File: src/rtl/sepc_pkg.sv
package sepc_pkg;
   // index width of a structure with n entries, never below one bit
   function automatic int idx_w(input int n);
      return (n <= 2) ? 1 : $clog2(n);
   endfunction
endpackage

File: src/rtl/sepc_divider.sv
module sepc_divider #(
   parameter int W = 8
) (
   input  logic         clk,
   input  logic         rst_n,
   input  logic [W-1:0] limit,
   output logic         tick
);
   logic [W-1:0] cnt;
   logic [W:0]   last;

   always_comb last = (limit == '0) ? '0 : ({1'b0, limit} - (W+1)'(1));
   assign tick = ({1'b0, cnt} >= last);

   always_ff @(posedge clk) begin
      if (!rst_n)    cnt <= '0;
      else if (tick) cnt <= '0;
      else           cnt <= cnt + W'(1);
   end
endmodule

File: src/rtl/sepc_ring.sv
module sepc_ring #(
   parameter  int N  = 8,
   localparam int PW = sepc_pkg::idx_w(N)
) (
   input  logic          clk,
   input  logic          rst_n,
   input  logic          adv,
   output logic [PW-1:0] ptr,
   output logic [N-1:0]  sel
);
   logic [PW-1:0] nxt;

   generate
      if ((1 << PW) == N) begin : g_pow2
         assign nxt = ptr + PW'(1);
      end else begin : g_cmp
         assign nxt = (ptr == PW'(N-1)) ? '0 : ptr + PW'(1);
      end
      for (genvar k = 0; k < N; k++) begin : g_sel
         assign sel[k] = (ptr == PW'(k));
      end
   endgenerate

   always_ff @(posedge clk) begin
      if (!rst_n)   ptr <= '0;
      else if (adv) ptr <= nxt;
   end
endmodule

File: src/rtl/sepc_evq.sv
module sepc_evq #(
   parameter  int DEPTH = 8,
   parameter  int TW    = 8,
   localparam int IW    = sepc_pkg::idx_w(DEPTH),
   localparam int CNTW  = $clog2(DEPTH + 1)
) (
   input  logic          clk,
   input  logic          rst_n,
   input  logic          push,
   input  logic [TW-1:0] push_tag,
   input  logic          pop,
   output logic [TW-1:0] head_tag,
   output logic [IW-1:0] wr_idx,
   output logic [IW-1:0] rd_idx,
   output logic          full,
   output logic          empty
);
   logic [TW-1:0]   mem [DEPTH];
   logic [CNTW-1:0] used;
   logic            do_push, do_pop;

   function automatic logic [IW-1:0] bump(input logic [IW-1:0] p);
      return (p == IW'(DEPTH-1)) ? '0 : p + IW'(1);
   endfunction

   assign full     = (used == CNTW'(DEPTH));
   assign empty    = (used == '0);
   assign do_push  = push && !full;
   assign do_pop   = pop && !empty;
   assign head_tag = mem[rd_idx];

   always_ff @(posedge clk) begin
      if (do_push) mem[wr_idx] <= push_tag;
   end

   always_ff @(posedge clk) begin
      if (!rst_n) begin
         wr_idx <= '0;
         rd_idx <= '0;
         used   <= '0;
      end else begin
         if (do_push) wr_idx <= bump(wr_idx);
         if (do_pop)  rd_idx <= bump(rd_idx);
         case ({do_push, do_pop})
            2'b10:   used <= used + CNTW'(1);
            2'b01:   used <= used - CNTW'(1);
            default: used <= used;
         endcase
      end
   end
endmodule

File: src/rtl/sample_evbuf_ctrl.sv
module sample_evbuf_ctrl #(
   parameter  int NCELL  = 8,
   parameter  int NEVT   = 8,
   parameter  int PER_W  = 8,
   parameter  int BC_DIV = 36,
   parameter  int TS_W   = 16,
   parameter  int EV_W   = 8,
   parameter  int OVF_W  = 8,
   localparam int CW     = sepc_pkg::idx_w(NCELL),
   localparam int BW     = sepc_pkg::idx_w(NEVT)
) (
   input  logic             clk,
   input  logic             rst_n,
   input  logic             trig_i,
   input  logic [PER_W-1:0] period_i,
   input  logic             rd_ack_i,
   output logic [NCELL-1:0] cell_sel_o,
   output logic             frz_stb_o,
   output logic [BW-1:0]    frz_buf_o,
   output logic [CW-1:0]    frz_cell_o,
   output logic             full_o,
   output logic [OVF_W-1:0] ovf_cnt_o,
   output logic             rd_req_o,
   output logic [BW-1:0]    rd_buf_o,
   output logic [CW-1:0]    rd_cell_o,
   output logic [TS_W-1:0]  rd_ts_o,
   output logic [EV_W-1:0]  rd_ev_o
);
   localparam int BCW  = $clog2(BC_DIV + 1);
   localparam int TAGW = TS_W + EV_W + CW;
   localparam logic [BCW-1:0] BC_LIM = BCW'(BC_DIV);

   generate
      if (NCELL < 2)  begin : g_bad_ncell  $error("NCELL must be at least 2");  end
      if (NEVT < 2)   begin : g_bad_nevt   $error("NEVT must be at least 2");   end
      if (BC_DIV < 1) begin : g_bad_bcdiv  $error("BC_DIV must be positive");   end
      if (PER_W < 1 || TS_W < 1 || EV_W < 1 || OVF_W < 1) begin : g_bad_w
         $error("widths must be positive");
      end
   endgenerate

   logic            samp_tick, bc_tick;
   logic [CW-1:0]   cell_ptr;
   logic [TS_W-1:0] ts_q;
   logic [EV_W-1:0] ev_q;
   logic            q_full, q_empty, accept, release_head;
   logic [BW-1:0]   wr_idx, rd_idx;
   logic [TAGW-1:0] new_tag, head_tag;

   sepc_divider #(.W(PER_W)) u_samp_div (
      .clk(clk), .rst_n(rst_n), .limit(period_i), .tick(samp_tick));

   sepc_divider #(.W(BCW)) u_bc_div (
      .clk(clk), .rst_n(rst_n), .limit(BC_LIM), .tick(bc_tick));

   sepc_ring #(.N(NCELL)) u_ring (
      .clk(clk), .rst_n(rst_n), .adv(samp_tick), .ptr(cell_ptr), .sel(cell_sel_o));

   assign accept       = trig_i && !q_full;
   assign release_head = rd_ack_i && !q_empty;
   assign new_tag      = {ts_q, ev_q, cell_ptr};

   sepc_evq #(.DEPTH(NEVT), .TW(TAGW)) u_q (
      .clk(clk), .rst_n(rst_n), .push(accept), .push_tag(new_tag),
      .pop(release_head), .head_tag(head_tag), .wr_idx(wr_idx),
      .rd_idx(rd_idx), .full(q_full), .empty(q_empty));

   always_ff @(posedge clk) begin
      if (!rst_n) begin
         ts_q       <= '0;
         ev_q       <= '0;
         ovf_cnt_o  <= '0;
         frz_stb_o  <= 1'b0;
         frz_buf_o  <= '0;
         frz_cell_o <= '0;
      end else begin
         if (bc_tick) ts_q <= ts_q + TS_W'(1);
         if (accept)  ev_q <= ev_q + EV_W'(1);
         if (trig_i && q_full && (ovf_cnt_o != '1)) ovf_cnt_o <= ovf_cnt_o + OVF_W'(1);
         frz_stb_o <= accept;
         if (accept) begin
            frz_buf_o  <= wr_idx;
            frz_cell_o <= cell_ptr;
         end
      end
   end

   assign full_o    = q_full;
   assign rd_req_o  = !q_empty;
   assign rd_buf_o  = rd_idx;
   assign rd_ts_o   = head_tag[TAGW-1 -: TS_W];
   assign rd_ev_o   = head_tag[CW +: EV_W];
   assign rd_cell_o = head_tag[CW-1:0];
endmodule

File: config.mk
export PLATFORM = sky130hd
export DESIGN_NAME = sample_evbuf_ctrl
export DESIGN_NICKNAME = d
export VERILOG_FILES = /design/src/rtl/sepc_pkg.sv /design/src/rtl/sepc_divider.sv /design/src/rtl/sepc_ring.sv /design/src/rtl/sepc_evq.sv /design/src/rtl/sample_evbuf_ctrl.sv
export SDC_FILE = /design/constraint.sdc
export NUM_CORES = 1
export LEC_CHECK = 0
export BUFFER_PORTS_ARGS = -buffer_cell sky130_fd_sc_hd__buf_2
export CORE_ASPECT_RATIO = 1.2
export CORE_UTILIZATION = 30
export CTS_BUF_LIST = sky130_fd_sc_hd__clkbuf_8
export DETAILED_ROUTE_END_ITERATION = 16
export MAX_ROUTING_LAYER = met4
export PLACE_DENSITY = 0.46
export SLEW_MARGIN = 20
export SYNTH_ARGS = -nofsm -noshare
export SYNTH_HDL_FRONTEND = slang
export SYNTH_SLANG_ARGS = --single-unit
export TNS_END_PERCENT = 20
File: constraint.sdc
create_clock -name clk -period 13.1 [get_ports clk]
set_input_delay 0.655 -clock clk [delete_from_list [all_inputs] [get_ports clk]]
set_output_delay 0.655 -clock clk [all_outputs]
set_load 0.02 [all_outputs]
==> run metrics, run 1 <==
Iter 0 DRT Violations 427; drt wl/cell 18.1 um; die height 216 um; Via density 4.64; Routed Antenna Nets 0; first-pass GRT wire length 38400 um; Slowest cell on crit path buf_4; CP max FO 33; post-synth cell types 44; fin crit period 3.62 ns; RR Startpoint u_q.used[0]; sequence of cells on the critical path buf_4 > mux4_2 > mux2_2 > buf_2; CP Class reg2out; Hold Buf Count CTS 0; Post-synth top cells edfxtp_1 (216), dfxtp_1 (69), mux4_2 (54); most instantiated library cell after synthesis edfxtp_1; CTS max path bufs 3; setup_tns 0 ns; cts repair resizes 0; GP Congestion 0.726; Global Route Usage Sum 13.2%; sequential element share of the synthesized area 68.4%; max_slew headroom 42.4%; synthesized area per cell 16.1 um2; Die Wd 181 um; synthesis-to-finish area growth 16.5%; max_cap viols 0; Worst Path Arrival 2.96 ns; Slew Viols, Final 0; post-CTS setup buffers 0; Top Ports 67; pre-CTS WS 9.36 ns; crit path launch type register; Worst path max stage delay 0.66 ns; Leakage 4.72 nW; area of the die 0.0391 mm2; Congestion Overflow GR 0; ratio of cells with drive above 1 in the final layout 27.3%; # clock sinks 285; top cell type's share of synthesized area 56.4%; H-tree Lvls 2; DRC violations left 0; core footprint 0.0378 mm2; vias in the first global route 6561; VDD IR max 0.0832 mV; nets 857; CTS tree yes; measured slew at the worst slew-check pin 0.864 ns; root buf cell clkbuf_8; Final Hold Violating Endpoints 0; endpoints failing setup 0; CTS Buf Count 49; top cells by area, synth edfxtp_1 (56%), dfxtp_1 (12%), mux4_2 (11%); RSZ-0062 raised after global routing no; Yosys warnings 0; Port Buffers 66; worst reg2reg setup slack 9.56 ns; initial antenna violation count 1; cell taking the most area after synthesis edfxtp_1; post-detail-place hpwl 13400 um; crit share post-route 27.6%; routed wire length 24200 um; Async S/R FF share, synth 0%; FF+latch count, synth 285; hold_sp rd_ack_i; worst skew pair latency 0.55 ns; synthesized area 0.0115 mm2; Max Fclk 276 MHz; worst hold stages 3; number of synthesized flops with an enable pin 216; CP Data Required Time 12.44 ns; Final WS setup 9.48 ns; starting density of the core 30.4%; clk_skew 0.0160 ns; via count 6210; largest net degree at the start of global routing 55; FP Rows 78; Post-Syn Instances 715; Pwr Density 161 mW/mm2; Hold Crit Class in2reg; top_reg_cell synth edfxtp_1; status completed; Worst Setup End Kind output port; Reg2Reg Depth 10; first-pass detailed-route iteration total 4; clock-pin slew on the worst setup and hold paths 0.05 ns; FF-to-FF End u_q.used[3]; syn_nets 755
==> logic make-up after synthesis <==
kind of cell,after synthesis,share of synthesized area (%)
DFF,285,68.4
and+or+nand+nor,185,7.95
muxes,86,13.7
AOI/OAI and AO/OA,55,2.90
buffers and inverters,44,1.50
xor gates and xnor gates,32,2.44
adders and majority gates,28,3.11
==> per-layer routing <==
metal  routed length [um]  track usage [%]  vias to the layer above  share of wire [%]
met5                    0                -                        -                  0
met2                12200             22.5                      117                 50
met1                10600             15.7                     3087                 44
met4                  446             4.10                        0                1.8
li1                     -                -                     2969                  -
met3                 1010             2.72                       37                4.2
==> where the power goes <==
part           internal, W  total, W  switching [W]
registers          0.00101   0.00104      0.0000367
clock network     0.000397  0.000740       0.000343
logic             0.000173  0.000376       0.000203
total              0.00158   0.00216       0.000582
==> how the worst max path moves through the flow <==
| stage | startpoint | end | slack, ns | depth (start not counted) |
|---|---|---|---|---|
| after floorplan | trig_i | u_q.mem[0][0] | 8.61 | 6 |
| after global placement | trig_i | u_q.used[3] | 9.52 | 10 |
| after detailed placement | trig_i | u_q.used[3] | 9.36 | 10 |
| after CTS | register | rd_ev_o[4] | 9.33 | 4 |
| after global routing | u_q.used[0] | u_q.used[3] | 9.21 | 10 |
| final | register | rd_ev_o[0] | 9.48 | 4 |
==> flip-flops by register name, indices dropped and copies added, names as in the netlist, named ones only <==
register	count
u_q.used	4
ts_q	16
u_bc_div.cnt	6
u_samp_div.cnt	8
frz_cell_o	3
ev_q	8
u_q.wr_idx	3
u_q.mem	216
ovf_cnt_o	8
u_ring.ptr	3
u_q.rd_idx	3
frz_stb_o	1
frz_buf_o	3
==> through the flow <==
stage               hold WS [ns]  power, W  instances  instance area (um2)  util, %
floorplan                  0.418   0.00134        715                11500        -
global placement           0.436   0.00145       1246                12500     33.0
detailed placement         0.440   0.00145       1246                12500     33.0
CTS                        0.387   0.00220       1337                13400     35.4
global route               0.393   0.00227       1338                13400     35.4
finish                     0.430   0.00216       1338                13400     35.4
==> layout by cell type (no fill, tap or decap), drive strengths merged, types with 10 or more instances in the layout <==
cell	instances
ha	27
a21oi	31
edfxtp	216
clkbuf	54
mux2	27
nand3	21
mux4	54
dfxtp	69
nand2	52
xor2	25
buf	79
nor2	44
inv	41
clkinv	10
==> area by class of cell <==
cell class	count	area (um2)
Timing Repair Buffer	79	428
Clock buffer	54	743
Antenna cell	1	2.50
Inverter	16	60.1
Sequential cell	285	7870
Fill cell	3608	24400
Clock inverter	37	176
Multi-Input combinational cell	386	3500
Tap cell	480	601
==> worst max-delay path, delay by kind of cell, from the launching register on <==
family | cells | cell delay (ns)
muxes | 2 | 0.90
buffers and inverters | 2 | 0.83
DFF | 1 | 0.65
(Power assumes the default switching activity.)
==> run 2: changes to the inputs <==
==> constraint.sdc (replaced) <==
create_clock -name clk -period 3.7 [get_ports clk]
set_input_delay 0.185 -clock clk [delete_from_list [all_inputs] [get_ports clk]]
set_output_delay 0.185 -clock clk [all_outputs]
set_load 0.02 [all_outputs]
==> run 2 against run 1 <==
Critical path type is now reg2reg. Hold slack worse by 0.37 ns. Combinational power grew to 3.6 times the previous value. Largest cell class unchanged. Design area rose by 0.13%. First-iteration DRC count decreased by 37%. Critical path depth rose by 7. Total power grew to 3.5 times the previous value. Non-clock buffer count increased by 5. Cell count rose by 0.15%. Sequential share of layout area is 0.077 points lower.
==> run metrics, run 2 (same netlist as run 1, synthesis figures left out) <==
internal power 0.00555 W (+250%); core footprint 0.0378 mm2 (unchanged); CP max FO 11 (-67%); starting density of the core 30.4% (unchanged); die height 216 um (unchanged); pre-CTS WS 0.804 ns (-8.56 ns); Worst Setup End Kind register; GP Congestion 0.755 (+3.9%); FP Rows 78 (unchanged); VDD IR max 0.261 mV (+210%); measured slew at the worst slew-check pin 0.994 ns (+0.130 ns); CP Class reg2reg; root buf cell clkbuf_8; sequence of cells on the critical path or4b_1 > inv_2 > nor2_1 > buf_4 > inv_1 > ha_1 > ha_1 > a21oi_1 > a21oi_1 > or4_1 > a21oi_1; FF-to-FF End u_q.used[3]; worst reg2reg setup slack 0.79 ns (-8.77 ns); Switching Share 26.9% (-0.068 points); clk_skew 0.0154 ns (-0.000606 ns); commonest cells after routing, fill and taps aside edfxtp_1 (216), dfxtp_1 (67), buf_2 (66), mux4_2 (54); ratio of cells with drive above 1 in the final layout 27.1% (-0.21 points); Routed Antenna Nets 0 (unchanged); Crit. Startpoint u_q.used[0]; Hold Crit Class in2reg; Worst path max stage delay 0.69 ns (+0.03 ns); Top Ports 67 (unchanged); setup_tns 0 ns (unchanged); fin crit period 2.91 ns; total power 0.00760 W (+250%); Final WS setup 0.790 ns (-8.69 ns); # clock sinks 285 (unchanged); Slew Viols, Final 0 (unchanged); RR Startpoint u_q.used[0]; fillers 3606 (-0.055%); Gate power share 17.6% (+0.2 points); drt wl/cell 18.0 um (-0.79%); clock-pin slew on the worst setup and hold paths 0.06 ns (about the same); Leakage 4.70 nW (-0.50%); synthesis-to-finish area growth 16.6%; DRC violations left 0 (unchanged); status completed; CTS max path bufs 3 (unchanged); Iter 0 DRT Violations 270 (-37%); commonest non-fill, non-tap cell in the layout edfxtp_1; CTS Buf Count 48 (-2.0%); first-pass GRT wire length 37800 um (-1.7%); Most flops, register u_q.mem; max_slew headroom 32.9% (-9.5 points); max reg flops 216 (unchanged); crit path launch type register; Clk network pwr share 33.7% (-0.6 points); Global Route Usage Sum 13.0% (-0.19 points); Net Sw Power 0.00204 W (+250%); endpoints failing setup 0 (unchanged); CP Data Required Time 4.17 ns (-8.27 ns); Congestion Overflow GR 0 (unchanged); H-tree Lvls 2 (unchanged); most frequent CP cell a21oi_1; routed wire length 24100 um (-0.64%); nets 861 (+0.47%); post-detail-place hpwl 13600 um (+1.2%); worst setup path endpoint u_q.used[3]; max_cap viols 0 (unchanged); crit share post-route 78.6%; Slowest cell on crit path or4b_1; Reg2Reg Depth 11 (+1); area of the die 0.0391 mm2 (unchanged); Final Hold Violating Endpoints 0 (unchanged); Via density 4.66 (+0.43%); Port Buffers 66 (unchanged); worst hold stages 4 (+1); Die Wd 181 um (unchanged); CTS tree yes; first-pass detailed-route iteration total 4 (unchanged); number of diodes 0 (-1); Worst Path Arrival 3.38 ns (+0.42 ns); largest net degree at the start of global routing 55 (unchanged); Pwr Density 567 mW/mm2 (+250%); Max Fclk 344 MHz; vias in the first global route 6613 (+0.79%); Regs by FF count u_q.mem x216, ts_q x16; worst skew pair latency 0.55 ns (about the same); initial antenna violation count 0 (-1); Flop pwr share 48.7% (+0.4 points); via count 6246 (+0.58%); RSZ-0062 raised after global routing no
==> run 2: cell types whose count changed in the layout (fill, tap and decap cells not counted), sizes merged <==
| cell | change |
|---|---|
| buf | +4 |
| clkbuf | -2 |
| clkinv | +6 |
| clkinvlp | +1 |
| diode | -1 |
| dlygate4sd3 | +1 |
| inv | -7 |
==> run 2: final cells by class <==
type	count	area, um2	share of cell area [%]
timing repair buffer	84	468	3.49
clock inverter	37	175	1.31
inverter	16	60.1	0.448
clock buffer	52	716	5.34
multi-input combinational	386	3510	26.2
sequential	285	7870	58.7
tap	480	601	4.48
==> run 2: power groups by stage <==
stage          clock, W  combinational [W]  sequential (W)
6_report        0.00256            0.00134         0.00370
2_1_floorplan         0            0.00104         0.00369
3_5_place_dp          0            0.00138         0.00377
4_1_cts         0.00267            0.00138         0.00371
5_1_grt         0.00280            0.00147         0.00373
3_3_place_gp          0            0.00138         0.00377
==> run 2: stage by stage <==
step | instances | util (%) | hold slack [ns] | area, um2
6_report | 1340 | 35.5 | 0.0590 | 13400
5_1_grt | 1340 | 35.5 | 0.0374 | 13400
4_1_cts | 1340 | 35.5 | 0.0224 | 13400
3_5_place_dp | 1250 | 33.1 | 0.443 | 12500
3_3_place_gp | 1250 | 33.1 | 0.438 | 12500
2_1_floorplan | 715 | - | 0.324 | 11500
==> run 2: worst max-delay path, delay by kind of cell (launching register included) <==
kind                       cells  cell delay [ns]
buffers and inverters          3             0.40
and+or+nand+nor                3             1.20
DFF                            1             0.35
adders and majority gates      2             0.46
AOI/OAI and AO/OA              3             0.43
==> run 2: routing by layer <==
metal | vias to the layer above | global-route usage [%] | share of wire, %
met5 | - | - | 0
met1 | 3093 | 15.7 | 43
met4 | 0 | 4.19 | 2.1
met2 | 134 | 21.9 | 50
met3 | 43 | 2.52 | 4.8
li1 | 2976 | - | -
==> run 2: worst min path at each step <==
stage | from | endpoint
6_report | trig_i | ev_q[5]
2_1_floorplan | rst_n | ovf_cnt_o[5]
5_1_grt | trig_i | ev_q[5]
3_3_place_gp | u_bc_div.cnt[0] | u_bc_div.cnt[0]
3_5_place_dp | u_bc_div.cnt[0] | u_bc_div.cnt[0]
4_1_cts | trig_i | ev_q[5]
==> run 2: timing repair <==
item	CTS	global route
hold buffers	1	0
gates resized for setup	0	0
endpoints found under the hold margin	4	0
buffers inserted	0	0
